File: config.mk
export PLATFORM = sky130hd
export DESIGN_NAME = qsq_irq_unit
export DESIGN_NICKNAME = d
export VERILOG_FILES = /design/src/rtl/qsq_pkg.sv /design/src/rtl/qsq_flag.sv /design/src/rtl/qsq_seq_events.sv /design/src/rtl/qsq_guard.sv /design/src/rtl/qsq_irq_unit.sv
export SDC_FILE = /design/constraint.sdc
export NUM_CORES = 1
export LEC_CHECK = 0
export BUFFER_PORTS_ARGS = -buffer_cell sky130_fd_sc_hd__buf_2
export CORE_MARGIN = 3
export CORE_UTILIZATION = 38
export CTS_CLUSTER_SIZE = 40
export DETAILED_ROUTE_END_ITERATION = 10
export PLACE_DENSITY_LB_ADDON = 0.08
export SETUP_SLACK_MARGIN = 0.15
export SLEW_MARGIN = 20
export SYNTH_ARGS = -nofsm -noshare
export SYNTH_HDL_FRONTEND = slang
export SYNTH_SLANG_ARGS = --single-unit
File: constraint.sdc
create_clock -name clk -period 1.47 [get_ports clk]
set_input_delay 0.294 -clock clk [delete_from_list [all_inputs] [get_ports clk]]
set_output_delay 0.294 -clock clk [all_outputs]
set_load 0.01 [all_outputs]
File: src/rtl/qsq_pkg.sv
// Package: bit positions and the control-field type shared by the
// queued SPI interrupt/conflict controller and its checker.
package qsq_pkg;
    localparam int REG_W    = 16;
    localparam int FLAG_N   = 3;
    // flag order inside the flag vector: 0 finished, 1 abort, 2 collision
    localparam int F_FIN    = 0;
    localparam int F_ABT    = 1;
    localparam int F_COL    = 2;
    localparam int B_FIN    = 0;
    localparam int B_ABT    = 2;
    localparam int B_COL    = 3;
    localparam int B_FIN_IE = 8;
    localparam int B_ABT_IE = 10;
    localparam int B_COL_IE = 11;
    localparam int B_LOCK   = 12;
    localparam int B_ABT_AE = 14;
    localparam int B_COL_AE = 15;

    typedef struct packed {
        logic col_ae;
        logic abt_ae;
        logic lock;
        logic col_ie;
        logic abt_ie;
        logic fin_ie;
    } ctrl_t;

    // register bit that holds flag number i
    function automatic int flag_bit(input int i);
        return (i == F_FIN) ? B_FIN : (i == F_ABT) ? B_ABT : B_COL;
    endfunction
endpackage

File: src/rtl/qsq_flag.sv
// Module: one sticky status flag with write-one-to-clear.
// Assumes set and clear are single-cycle strobes; set beats clear.
module qsq_flag (
    input  logic clk,
    input  logic rst_n,
    input  logic set_i,
    input  logic clr_i,
    output logic q_o
);
    // hold the flag: reset, then set over clear
    always_ff @(posedge clk) begin
        if (!rst_n)     q_o <= 1'b0;
        else if (set_i) q_o <= 1'b1;
        else if (clr_i) q_o <= 1'b0;
    end
endmodule

File: src/rtl/qsq_seq_events.sv
// Module: decodes sequencer strobes into the finished event and the
// engine's own stop request. Assumes cmd_done is a one-cycle strobe.
module qsq_seq_events (
    input  logic cmd_done,
    input  logic end_hit,
    input  logic halt_req,
    input  logic wrap_mode,
    output logic fin_evt,
    output logic hw_stop
);
    // finished on last command or halt; stop unless looping without halt
    always_comb begin
        fin_evt = cmd_done && (end_hit || halt_req);
        hw_stop = cmd_done && (halt_req || (end_hit && !wrap_mode));
    end
endmodule

File: src/rtl/qsq_guard.sv
// Module: classifies CPU accesses against a running queue as collisions
// or aborts and applies the error and lock policy. Purely combinational;
// assumes at most one CPU access type per cycle is of interest.
module qsq_guard #(
    parameter int IDX_W = 4
) (
    input  logic             spi_en,
    input  logic             lock,
    input  logic             col_ae,
    input  logic             abt_ae,
    input  logic             en_wr,
    input  logic             en_wdata,
    input  logic             ram_wr,
    input  logic [IDX_W-1:0] ram_idx,
    input  logic [IDX_W-1:0] cur_idx,
    output logic             col_evt,
    output logic             abt_evt,
    output logic             acc_err,
    output logic             ram_wr_ok,
    output logic             en_clr_ok
);
    logic clr_req;

    // detect conflicts and decide which accesses are refused
    always_comb begin
        clr_req   = en_wr && !en_wdata;
        col_evt   = ram_wr && spi_en && (ram_idx == cur_idx);
        abt_evt   = clr_req && spi_en && !lock;
        acc_err   = (col_evt && col_ae) || (abt_evt && abt_ae);
        ram_wr_ok = ram_wr && !(col_evt && col_ae);
        en_clr_ok = clr_req && !(spi_en && (lock || abt_ae));
    end
endmodule

File: src/rtl/qsq_irq_unit.sv
// Module: top of the queued SPI interrupt/conflict controller. Holds the
// control field, three sticky flags and the engine enable, and drives the
// level interrupt. Assumes sequencer strobes are synchronous to clk.
module qsq_irq_unit
    import qsq_pkg::*;
#(
    parameter int IDX_W = 4
) (
    input  logic             clk,
    input  logic             rst_n,
    input  logic             reg_wr,
    input  logic [REG_W-1:0] reg_wdata,
    output logic [REG_W-1:0] reg_rdata,
    input  logic             en_wr,
    input  logic             en_wdata,
    input  logic             ram_wr,
    input  logic [IDX_W-1:0] ram_idx,
    input  logic [IDX_W-1:0] cur_idx,
    input  logic             cmd_done,
    input  logic             end_hit,
    input  logic             halt_req,
    input  logic             wrap_mode,
    output logic             spi_en,
    output logic             irq,
    output logic             acc_err,
    output logic             ram_wr_ok,
    output logic             en_clr_ok
);
    ctrl_t             ctrl_q;
    logic [FLAG_N-1:0] flag_q;
    logic [FLAG_N-1:0] flag_set;
    logic [FLAG_N-1:0] flag_ie;
    logic              fin_evt;
    logic              hw_stop;
    logic              col_evt;
    logic              abt_evt;

    qsq_seq_events i_events (
        .cmd_done  (cmd_done),
        .end_hit   (end_hit),
        .halt_req  (halt_req),
        .wrap_mode (wrap_mode),
        .fin_evt   (fin_evt),
        .hw_stop   (hw_stop)
    );

    qsq_guard #(.IDX_W(IDX_W)) i_guard (
        .spi_en    (spi_en),
        .lock      (ctrl_q.lock),
        .col_ae    (ctrl_q.col_ae),
        .abt_ae    (ctrl_q.abt_ae),
        .en_wr     (en_wr),
        .en_wdata  (en_wdata),
        .ram_wr    (ram_wr),
        .ram_idx   (ram_idx),
        .cur_idx   (cur_idx),
        .col_evt   (col_evt),
        .abt_evt   (abt_evt),
        .acc_err   (acc_err),
        .ram_wr_ok (ram_wr_ok),
        .en_clr_ok (en_clr_ok)
    );

    // gather per-flag set events and interrupt enables
    always_comb begin
        flag_set        = '0;
        flag_set[F_FIN] = fin_evt;
        flag_set[F_ABT] = abt_evt;
        flag_set[F_COL] = col_evt;
        flag_ie         = {ctrl_q.col_ie, ctrl_q.abt_ie, ctrl_q.fin_ie};
    end

    for (genvar i = 0; i < FLAG_N; i++) begin : g_flag
        qsq_flag i_flag (
            .clk   (clk),
            .rst_n (rst_n),
            .set_i (flag_set[i]),
            .clr_i (reg_wr && reg_wdata[flag_bit(i)]),
            .q_o   (flag_q[i])
        );
    end

    // control field: loaded whole on a register write
    always_ff @(posedge clk) begin
        if (!rst_n) begin
            ctrl_q <= '0;
        end else if (reg_wr) begin
            ctrl_q <= '{col_ae: reg_wdata[B_COL_AE], abt_ae: reg_wdata[B_ABT_AE],
                        lock:   reg_wdata[B_LOCK],   col_ie: reg_wdata[B_COL_IE],
                        abt_ie: reg_wdata[B_ABT_IE], fin_ie: reg_wdata[B_FIN_IE]};
        end
    end

    // engine enable: engine stop first, then CPU set, then accepted CPU clear
    always_ff @(posedge clk) begin
        if (!rst_n)                spi_en <= 1'b0;
        else if (hw_stop)          spi_en <= 1'b0;
        else if (en_wr && en_wdata) spi_en <= 1'b1;
        else if (en_clr_ok)        spi_en <= 1'b0;
    end

    // read view with reserved bits forced to zero
    always_comb begin
        reg_rdata           = '0;
        reg_rdata[B_COL_AE] = ctrl_q.col_ae;
        reg_rdata[B_ABT_AE] = ctrl_q.abt_ae;
        reg_rdata[B_LOCK]   = ctrl_q.lock;
        reg_rdata[B_COL_IE] = ctrl_q.col_ie;
        reg_rdata[B_ABT_IE] = ctrl_q.abt_ie;
        reg_rdata[B_FIN_IE] = ctrl_q.fin_ie;
        reg_rdata[B_COL]    = flag_q[F_COL];
        reg_rdata[B_ABT]    = flag_q[F_ABT];
        reg_rdata[B_FIN]    = flag_q[F_FIN];
    end

    // level interrupt from enabled flags
    always_comb irq = |(flag_q & flag_ie);
endmodule

Yosys cells after proc, flatten, opt, wreduce, memory -nomap -nowiden
Cells that the tools add are included.
Widths: inputs -> output; s select.

cells by class
  $add $sub $neg = 0
  $mul = 0
  div/mod/pow operators = 0
  magnitude comparators = 0
  eq/ne operators = 1
  shift-type cells = 0
  multiplexer cells = 8
  bitwise operators = 2
  reduce and logical (&&, ||, !) cells = 32

operators by type and width
  operator           count
  $logic_and 1x1->1  17
  $mux 1             8
  $reduce_bool 2->1  4
  $logic_not 1->1    5
  $eq 4x4->1         1
  $logic_or 1x1->1   4
  $and 3x3->3        1
  $reduce_or 3->1    1
  $reduce_or 2->1    1
  $not 1->1          1

word-level totals
  bits in registers = 10
  latch bits = 0
  RAM bits = 0
  ROM bits = 0
  output and inout bits = 21
  word-level logic and storage cells = 53
  memories kept = 0

Depth between registers and ports, before layout
Gate-level depths: netlist of run 1.

  depth in word-level cells = 6
  depth in mapped cells = 4
  gate-level depth less buffers = 3

Modules after synthesis
A second synthesis of run 1 with hierarchy kept.

second synthesis, totals
  cell total of the unflattened synthesis = 63
  area, all modules = 611.8 um2

modules (own cells, without submodules)
  module          instances  cells an instance  area each (um2)
  qsq_irq_unit    1          37                 362.8
  qsq_flag        3          3                  41.3
  qsq_guard       1          14                 103.8
  qsq_seq_events  1          3                  21.3

Worst setup path before layout of run 1
Ideal clock, no wire load.

  kind = input-to-output
  start = input cur_idx[2]
  end = output acc_err
  arrival time = 0.880 ns
  data required time = 1.176 ns
  slack = 0.296 ns
  stages = 3
  buffers on the path = 0
  cell sequence = xnor2_1 -> nand4_1 -> o21ai_0

between the ends
  longest elaborated chain between the ends = 4

ends and longest elaborated chain
  what               line                text
  from (decl)        qsq_irq_unit.sv:18  input logic [IDX_W-1:0] cur_idx,
  $eq 4x4->1         qsq_guard.sv:27     col_evt = ram_wr && spi_en && (ram_idx == cur_idx);
  $logic_and 1x1->1  qsq_guard.sv:27
  $logic_and 1x1->1  qsq_guard.sv:29     acc_err = (col_evt && col_ae) || (abt_evt && abt_ae);
  $logic_or 1x1->1   qsq_guard.sv:29
  to (decl)          qsq_irq_unit.sv:25  output logic acc_err,

No other way between the ends.

Final worst setup path of run 1
  start = register ctrl_q (netlist bit reg_rdata[12])
  end = output acc_err

between the ends
  longest elaborated chain between the ends = 4

ends and longest elaborated chain
  what                    line                text
  from (decl)             qsq_irq_unit.sv:29  ctrl_t ctrl_q;
  from (signal assigned)  qsq_irq_unit.sv:88  ctrl_q <= '{col_ae: reg_wdata[B_COL_AE], abt_ae: reg_wdata[B_ABT_AE],
  $logic_not 1->1         qsq_guard.sv:28     abt_evt = clr_req && spi_en && !lock;
  $logic_and 1x1->1       qsq_guard.sv:28
  $logic_and 1x1->1       qsq_guard.sv:29
  $logic_or 1x1->1        qsq_guard.sv:29

No other way between the ends.

==> impl_metrics.tcl, run 1 <==
set metrics [dict create \
    status "finished, final reports clean" \
    irDropWorstVdd_mv 0.433 \
    ys_ff_latch 10 \
    antenna_found_initial 0 \
    drc 0 \
    die_h_microns 45.3 \
    syn_inst 69 \
    gp_congestion 0.715 \
    fin_ws_ns 0.0151 \
    crit_type "register to output pin" \
    num_vias 605 \
    num_antenna_cells 0 \
    p_total_mw 0.686 \
    start_kind "register" \
    ys_seq_area_share_pct 34.2 \
    worst_hold_slack_ns 0.210 \
    layout-drive-gt1-share_pct 53.6 \
    cts_sinks 10 \
    seq_area_sq_um 211 \
    ant_nets 0 \
    setup_viol 0 \
    synth_cell_types 21 \
    period_minus_slack_ns 1.45 \
    syn_to_final_growth_pct 40.8 \
    io_buffer_count 40 \
    drtIter0Drc 10 \
    pre_cts_ws_ns 0.117 \
    hold_class "primary input to register" \
    pin_count 55 \
    fin_skew_ns 0.00383 \
    drv_cap 0 \
    design_area_sq_um 825 \
    critPathMaxFanout 3 \
    place_area_sq_um 724 \
    synth_edf_count 0 \
    die-area_sq_um 2050 \
    yosys.area.top_type_share_pct 34.2 \
    htree_levels 1 \
    finalCritPeriodShare_pct 99.0 \
    syn-cell-area_sq_um 586 \
    cp-end-kind "output pin" \
    cts-root-buf "clkbuf_4" \
    p_leak_nw 0.456 \
    cts_tree "built" \
    final_max_slew_viol_count 0 \
    detailed_place_hpwl_mm 1.09 \
    die_x_microns 45.3 \
    fill_cells 138 \
    ys.flop_type "dfxtp_1" \
    clkTransAtPathRegs_ns 0.07 \
    yosys-top-cells-area "dfxtp_1 34%, buf_4 17%, mux2i_1 10%" \
    cts_buffer_depth 2 \
    via_per_inst 4.76 \
    multi_input_area_sq_um 290 \
    drt_first_pass_iters 4 \
    grt.overflow.total 0 \
    grt_pass1_vias 520 \
    rsz0062_at_grt "true" \
    grt_pass1_wl_mm 2.12 \
    grt_start_max_net_pins 10 \
    core.rowCount 13 \
    final_nets 147 \
    finalHoldViolations 0 \
    syn_avg_cell_area_sq_um 8.49 \
    synthArstFlopShare_pct 0 \
    yosysTopAreaCell "dfxtp_1" \
    coreArea_sq_um 1370 \
    initial_utilization_pct 42.9 \
    post_drt_wl_per_cell_microns 10.9 \
    yosys_warnings 0 \
    numCtsBuffers 3 \
    wirelength_mm 1.39 \
    fin_tns_setup_ns 0 \
    track_usage_pct 14.6 \
    cp.required_ns 1.18 \
    fmax_ghz 0.687 \
    power_density_nw_per_um2 832 \
    crit_arrival_ns 1.16 \
    clock_latency_ns 0.27 \
]
==> cells by family after synthesis <==
kind of cell,after synthesis,synth area share [%]
other cells,1,0.640
flops,10,34.2
compound gates,11,13.7
simple gates,19,15.2
xor+xnor,4,5.98
buf+inv,18,20.1
mux,6,10.3
==> layout by cell type (no fill, tap or decap), types with 2 or more instances in the layout <==
master	n
a21oi_1	2
nand3_1	2
buf_2	40
dfxtp_2	6
nand4_1	2
mux2i_1	6
o21ai_0	2
o21a_1	2
conb_1	7
dfxtp_1	3
clkbuf_4	3
xnor2_1	4
nor2_1	7
buf_4	7
nand2_1	6
inv_1	3
==> through the flow <==
step | util [%] | cells
2_1_floorplan | - | 75
3_3_place_gp | 53.0 | 116
3_5_place_dp | 53.0 | 116
4_1_cts | 59.5 | 126
5_1_grt | 60.3 | 127
6_report | 60.3 | 127
==> critical path, stage by stage, from the launching register on <==
cell and delay, ns:
dfxtp_2 0.33, and4bb_2 0.29, nand2_1 0.05, o21ai_1 0.07, buf_2 0.15
==> final cells by class <==
type	instances	share of cell area, %
tap	15	2.28
multi-input combinational	47	35.2
clock buffer	4	4.40
sequential	10	25.6
inverter	4	1.82
timing repair buffer	47	30.7
==> worst paths after layout <==
kind                        startpoint                    to  slack (ns)  depth (start not counted)
setup / recovery         reg_rdata[12]               acc_err        0.02                          4
hold / removal                cmd_done                spi_en        0.21                          2
setup reg to reg                spi_en  g_flag[1].i_flag.q_o        0.37                          5
hold reg to reg   g_flag[2].i_flag.q_o  g_flag[2].i_flag.q_o        0.50                          2
==> synth_stat cells (all sizes together) (2+ instances only) <==
cell,number
inv,3
nor2,7
xnor2,4
dfxtp,10
nand2,6
nand4,2
o21ai,3
a21oi,2
o21a,2
mux2i,6
nand3,2
buf,14
==> routing by layer <==
layer | vias up | global-route usage [%] | wire, microns
li1 | 300 | - | -
met1 | 272 | 16.3 | 545
met2 | 31 | 24.3 | 676
met3 | 2 | 3.98 | 154
met4 | 0 | 8.77 | 9
met5 | - | 0 | 0
==> where the power goes <==
| group | switching [mW] | internal (mW) | total, mW |
|---|---|---|---|
| sequential | 0.00989 | 0.286 | 0.295 |
| combinational | 0.0685 | 0.0722 | 0.141 |
| clock | 0.0992 | 0.150 | 0.250 |
==> timing repair <==
item	CTS	global route
pin swaps	6	3
hold buffers	0	0
endpoints found under the setup margin	4	4
resized for setup	6	3
setup buffers	6	1
==> registers in the layout, summed over array words and instances, names as in the netlist <==
signal             cells
g_flag.i_flag.q_o      3
reg_rdata              6
spi_en                 1
Power figures use the tool's default switching activity.
==> inputs of run 2 (changes only) <==
--- a/config.mk
+++ b/config.mk
@@ -7,7 +7,7 @@
 export LEC_CHECK = 0
 export BUFFER_PORTS_ARGS = -buffer_cell sky130_fd_sc_hd__buf_2
 export CORE_MARGIN = 3
-export CORE_UTILIZATION = 38
+export CORE_UTILIZATION = 39
 export CTS_CLUSTER_SIZE = 40
 export DETAILED_ROUTE_END_ITERATION = 10
 export PLACE_DENSITY_LB_ADDON = 0.08
@@ -15,4 +15,5 @@
 export SLEW_MARGIN = 20
 export SYNTH_ARGS = -nofsm -noshare
 export SYNTH_HDL_FRONTEND = slang
+export SYNTH_HIERARCHICAL = 1
 export SYNTH_SLANG_ARGS = --single-unit
==> run 2 against run 1 <==
Compared with the run above:
- the flow now finishes with violations (negative setup slack)
- hold slack better by 0.085 ns
- global-route usage down 1.3 points
- sequential power about the same
- highest routed layer is now met3
- critical path depth up 1
- wire length down 6.5%
- clock power down 2%
- combinational power up 3%
- synthesized cell count down 8.7%
- setup slack worse by 0.089 ns
- critical endpoint is now ram_wr_ok
- total power about the same
- flip-flop and latch count unchanged
- register-to-register slack better by 0.12 ns
- critical path type is now primary input to output pin
==> impl_metrics.tcl, run 2 <==
set metrics [dict create \
    status "complete, but fails checks" \
    violations "negative setup slack" \
    fin_tns_setup_ns -0.108 \
    setup_viol 2 \
    syn-cell-area_sq_um 612 \
    worst_hold_slack_ns 0.295 \
    clock_latency_ns 0.26 \
    initial_utilization_pct 44.3 \
    die_x_microns 45.6 \
    ys_seq_area_share_pct 32.7 \
    drc 0 \
    final_common_cell "buf_2" \
    core.rowCount 13 \
    syn_avg_cell_area_sq_um 9.71 \
    yosysTopAreaCell "dfxtp_1" \
    cp.required_ns 1.18 \
    syn_to_final_growth_pct 44.0 \
    io_buffer_count 40 \
    fin_ws_ns -0.0736 \
    cts-root-buf "clkbuf_4" \
    r2r_cells 3 \
    coreArea_sq_um 1380 \
    cp-end-kind "output pin" \
    power_density_nw_per_um2 779 \
    cts_buffer_depth 2 \
    grt_pass1_wl_mm 2.08 \
    final_cell_mix "38 x buf_2, 7 x nor2b_1, 7 x conb_1" \
    crit_type "primary input to output pin" \
    yosys-top-cells-area "dfxtp_1 33%, mux2i_1 9.8%, buf_4 8.6%" \
    min_delay_path_depth 3 \
    antenna_found_initial 0 \
    grt_pass1_vias 533 \
    rsz0062_at_grt "true" \
    numCtsBuffers 3 \
    finalCritPeriodShare_pct 105 \
    num_antenna_cells 0 \
    ys.flop_type "dfxtp_1" \
    drtIter0Drc 6 \
    period_minus_slack_ns 1.54 \
    synthArstFlopShare_pct 0 \
    post-place-cells 117 \
    gp_congestion 0.755 \
    detailed_place_hpwl_mm 1.05 \
    wirelength_mm 1.30 \
    ant_nets 0 \
    cts_sinks 10 \
    cts_tree "built" \
    grt.overflow.total 0 \
    synth_common_cells "10 x dfxtp_1, 7 x buf_4, 7 x nor2b_1, 6 x mux2i_1, 6 x o21a_1" \
    yosysMostFrequentCell "dfxtp_1" \
    num_vias 580 \
    htree_levels 1 \
    p_leak_nw 0.465 \
    clkTransAtPathRegs_ns 0.07 \
    grt_start_max_net_pins 11 \
    yosys_warnings 6 \
    track_usage_pct 13.2 \
    final_nets 145 \
    crit_arrival_ns 1.25 \
    yosys.area.top_type_share_pct 32.7 \
    largest_register_ffs 6 \
    layout-drive-gt1-share_pct 54.5 \
    synth_cell_types 23 \
    ff2ff_setup_slack_ns 0.49 \
    worst_hold_startpoint "reg_wdata[10]" \
    worstReg2RegEnd "g_flag[1].i_flag/q_o" \
    whs_endpoint "reg_rdata[10]" \
    irDropWorstVdd_mv 0.574 \
    syn_inst 63 \
    drv_cap 0 \
    hold_class "primary input to register" \
    start_kind "primary input" \
    finalHoldViolations 0 \
    fmax_ghz 0.648 \
    critPathMaxFanout 3 \
    synth_edf_count 0 \
    die-area_sq_um 2080 \
    drt_first_pass_iters 4 \
    die_h_microns 45.6 \
    post_drt_wl_per_cell_microns 10.4 \
    regToRegStartpoint "spi_en" \
    ys_ff_latch 10 \
    pin_count 55 \
    final_max_slew_viol_count 0 \
    via_per_inst 4.64 \
    layout.cells.non_filler 125 \
    fin_skew_ns 0.000681 \
]
run 2: changes by cell type after synthesis, moves of 2 or more:
cell,delta
and2_2,+3
buf_4,-6
nand2_1,-4
nand2b_1,+2
nand3_1,-2
nand4_1,-2
nor2_1,-6
nor2b_1,+7
nor2b_4,+3
o21a_1,+4
o21ai_0,-2
xnor2_1,-4
xor2_1,+3
run 2: worst max path at each step:
stage | startpoint | end | slack (ns)
CTS | ram_idx[0] | ram_wr_ok | -0.08
finish | cur_idx[2] | ram_wr_ok | -0.07
global placement | cur_idx[2] | ram_wr_ok | -0.11
floorplan | cur_idx[2] | acc_err | 0.12
global route | cur_idx[2] | ram_wr_ok | -0.12
detailed placement | cur_idx[2] | ram_wr_ok | -0.10
run 2: critical path: stages:
cell and delay, ns:
buf_6 0.09, xor2_1 0.15, a2111o_1 0.41, o21a_1 0.18, buf_2 0.13
run 2: layout make-up:
cell class              instances  area, sq um
fillers                       120          502
multi-input cells              49          363
repair buffers                 45          250
flip-flops and latches         10          205
clock buffers                   4         36.3
well taps                      15         18.8
inverters                       2         7.51
run 2: cells by family after synthesis:
family / after synthesis / share of synthesized area [%]
other: 1 / 0.613
DFF: 10 / 32.7
and+or+nand+nor: 20 / 24.9
AOI/OAI and AO/OA: 13 / 15.9
xor gates and xnor gates: 3 / 4.30
buffers and inverters: 10 / 11.7
muxes: 6 / 9.82
run 2: timing repair:
item	4_1_cts	5_1_grt
pin swaps	5	5
gates resized for setup	5	2
hold buffers	0	0
buffers inserted	1	3
setup endpoints to repair	4	4
run 2: layer usage:
metal / global-route usage [%] / up-vias / part of all wire, % / routed length [microns]
met5: 0 / - / 0 / 0
met4: 2.92 / 0 / 0 / 0
met3: 3.95 / 0 / 12 / 152
met2: 21.7 / 31 / 45 / 581
met1: 16.9 / 253 / 43 / 561
li1: - / 296 / - / -
run 2: report_power, final:
part / leakage [nW] / internal (mW) / total [mW] / switching, mW
combinational: 0.360 / 0.0809 / 0.145 / 0.0641
clock: 0.0210 / 0.150 / 0.244 / 0.0940
sequential: 0.0837 / 0.286 / 0.297 / 0.0108
run 2: metrics by stage:
stage	setup WS (ns)	total power, mW	utilization (%)	cell area [sq um]
global placement	-0.109	0.435	57.6	797
finish	-0.0736	0.686	63.7	881
detailed placement	-0.103	0.437	57.6	797
floorplan	0.116	0.387	-	634
global route	-0.116	0.730	63.7	881
CTS	-0.0790	0.689	61.5	851
==> inputs of run 3 (changes only) <==
--- a/config.mk
+++ b/config.mk
@@ -5,9 +5,10 @@
 export SDC_FILE = /design/constraint.sdc
 export NUM_CORES = 1
 export LEC_CHECK = 0
+export ABC_AREA = 1
 export BUFFER_PORTS_ARGS = -buffer_cell sky130_fd_sc_hd__buf_2
-export CORE_MARGIN = 3
-export CORE_UTILIZATION = 39
+export CORE_MARGIN = 5
+export CORE_UTILIZATION = 40
 export CTS_CLUSTER_SIZE = 40
 export DETAILED_ROUTE_END_ITERATION = 10
 export PLACE_DENSITY_LB_ADDON = 0.08
==> run 3 against run 2 <==
Compared with the run above:
- the run now ends clean
- flip-flop and latch count did not move
- clock power about the same
- sequential share of layout area shrank 0.053 points
- wire length grew 16%
- via count grew 21%
- clock skew rose by 0.0016 ns
- hold slack got worse by 0.051 ns
- critical path depth down 1
- non-clock buffer count is 5 lower
- largest power group unchanged
- highest routed layer is now met4
==> impl_metrics.tcl, run 3 <==
set metrics [dict create \
    status "finished, final reports clean" \
    pre_cts_ws_ns 0.174 \
    p_switching_mw 0.191 \
    core.rowCount 14 \
    finalCritPeriodShare_pct 97.9 \
    final_common_cell "buf_2" \
    antenna_found_initial 0 \
    grt_start_max_net_pins 11 \
    crit_type "register to output pin" \
    p_leak_nw 0.532 \
    fin_skew_ns 0.00226 \
    synth_edf_count 0 \
    finalHoldViolations 0 \
    sw_frac_of_total_pct 27.6 \
    hold_class "primary input to register" \
    num_vias 702 \
    io_buffer_count 40 \
    num_antenna_cells 0 \
    drtIter0Drc 15 \
    clkTransAtPathRegs_ns 0.07 \
    fmax_ghz 0.695 \
    ant_nets 0 \
    fin_util_pct 57.2 \
    fin_ws_ns 0.0304 \
    cts_buffer_depth 2 \
    seqPwrFrac_pct 43.4 \
    internal_power_mw 0.501 \
    die-area_sq_um 2530 \
    critPathMaxFanout 4 \
    numCtsBuffers 3 \
    synth_common_cells "25 x inv_1, 21 x nand2_1, 18 x nor2_1, 10 x dfxtp_1, 7 x buf_4" \
    cp-end-kind "output pin" \
    irDropWorstVdd_mv 0.587 \
    ys_seq_area_share_pct 30.8 \
    drc 0 \
    post_drt_wl_per_cell_microns 9.30 \
    syn-cell-area_sq_um 649 \
    yosysTopAreaCell "dfxtp_1" \
    gp_congestion 0.756 \
    cts_tree "built" \
    drt_first_pass_iters 4 \
    ys.flop_type "dfxtp_1" \
    die_h_microns 50.3 \
    htree_levels 1 \
    grt_pass1_wl_mm 2.37 \
    pin_count 55 \
    yosys_warnings 6 \
    clock_latency_ns 0.27 \
    crit_arrival_ns 1.15 \
    drv_cap 0 \
    detailed_place_hpwl_mm 1.29 \
    synthArstFlopShare_pct 0 \
    grt_pass1_vias 602 \
    power_density_nw_per_um2 794 \
    die_x_microns 50.3 \
    syn_to_final_growth_pct 34.3 \
    final_cell_mix "40 x buf_2, 25 x inv_1, 21 x nand2_1" \
    cts-root-buf "clkbuf_4" \
    track_usage_pct 11.9 \
    layout-drive-gt1-share_pct 36.3 \
    clkPwrFrac_pct 35.6 \
    syn_avg_cell_area_sq_um 6.24 \
    initial_utilization_pct 42.6 \
    largest_register_ffs 6 \
    holdBufCountCts 0 \
    yosysMostFrequentCell "inv_1" \
    cts_sinks 10 \
    cts_setup_buffers 0 \
    coreArea_sq_um 1520 \
    via_per_inst 4.33 \
    final_nets 181 \
    pwr-share-comb_pct 21.0 \
    ys_ff_latch 10 \
    fill_cells 164 \
    cp.required_ns 1.18 \
    final_max_slew_viol_count 0 \
    synth_cell_types 17 \
    period_minus_slack_ns 1.44 \
    start_kind "register" \
    rsz0062_at_grt "true" \
    yosys.area.top_type_share_pct 30.8 \
    syn_inst 104 \
    setup_viol 0 \
    grt.overflow.total 0 \
    yosys-top-cells-area "dfxtp_1 31%, inv_1 14%, nand2_1 12%" \
    worst_hold_slack_ns 0.244 \
    wirelength_mm 1.51 \
    p_total_mw 0.693 \
]
==> run 3: worst max-delay path, cell delays in order (launching register included) <==
cell     delay, ns
dfxtp_2       0.35
nor4_4        0.27
nand2_1       0.08
nand2_1       0.06
buf_2         0.12
==> run 3: path summary, 6_finish.rpt <==
path,startpoint,end,slack (ns),depth (start not counted)
worst max-delay path,reg_rdata[12],acc_err,0.03,4
worst min-delay path,reg_wdata[14],reg_rdata[14],0.24,3
worst max register to register,reg_rdata[12],g_flag[1].i_flag/q_o,0.58,3
worst min register to register,spi_en,spi_en,0.47,2
==> run 3: layout make-up <==
cell class	instances	area, sq um	area share [%]
repair buffers	40	200	23.0
flip-flops and latches	10	203	23.2
clock buffers	4	36.3	4.16
well taps	16	20.0	2.30
inverters	26	103	11.8
multi-input cells	66	310	35.6
==> run 3: through the flow <==
step                      cell area (sq um)  std cells  setup TNS (ns)
final                                   872        162               0
after detailed placement                828        158               0
after floorplan                         672        110               0
after global routing                    872        162          -0.165
after CTS                               867        162               0
after global placement                  828        158               0
==> run 3: routing by layer <==
metal | up-vias | global-route usage (%) | part of all wire, %
li1 | 378 | - | -
met1 | 294 | 13.0 | 38
met2 | 28 | 20.7 | 49
met3 | 2 | 4.73 | 12
met4 | 0 | 3.83 | 0.73
met5 | - | 0 | 0
==> run 3: power by group through the flow <==
stage | clock, mW | combinational, mW | sequential (mW)
finish | 0.247 | 0.145 | 0.300
global route | 0.269 | 0.165 | 0.303
CTS | 0.257 | 0.146 | 0.300
detailed placement | 0 | 0.146 | 0.306
global placement | 0 | 0.142 | 0.305
floorplan | 0 | 0.0854 | 0.312
==> run 3: logic make-up after synthesis <==
kind of cell           share of synthesized area (%)
and+or+nand+nor                                 30.6
DFF                                             30.8
buffers and inverters                           25.6
AOI/OAI and AO/OA                               12.3
other                                          0.577
==> run 3: repair_timing <==
item	4_1_cts	5_1_grt
endpoints found under the setup margin	3	3
resized for setup	2	2
pin swaps	2	0
gates cloned	0	0
hold endpoints to repair	0	0
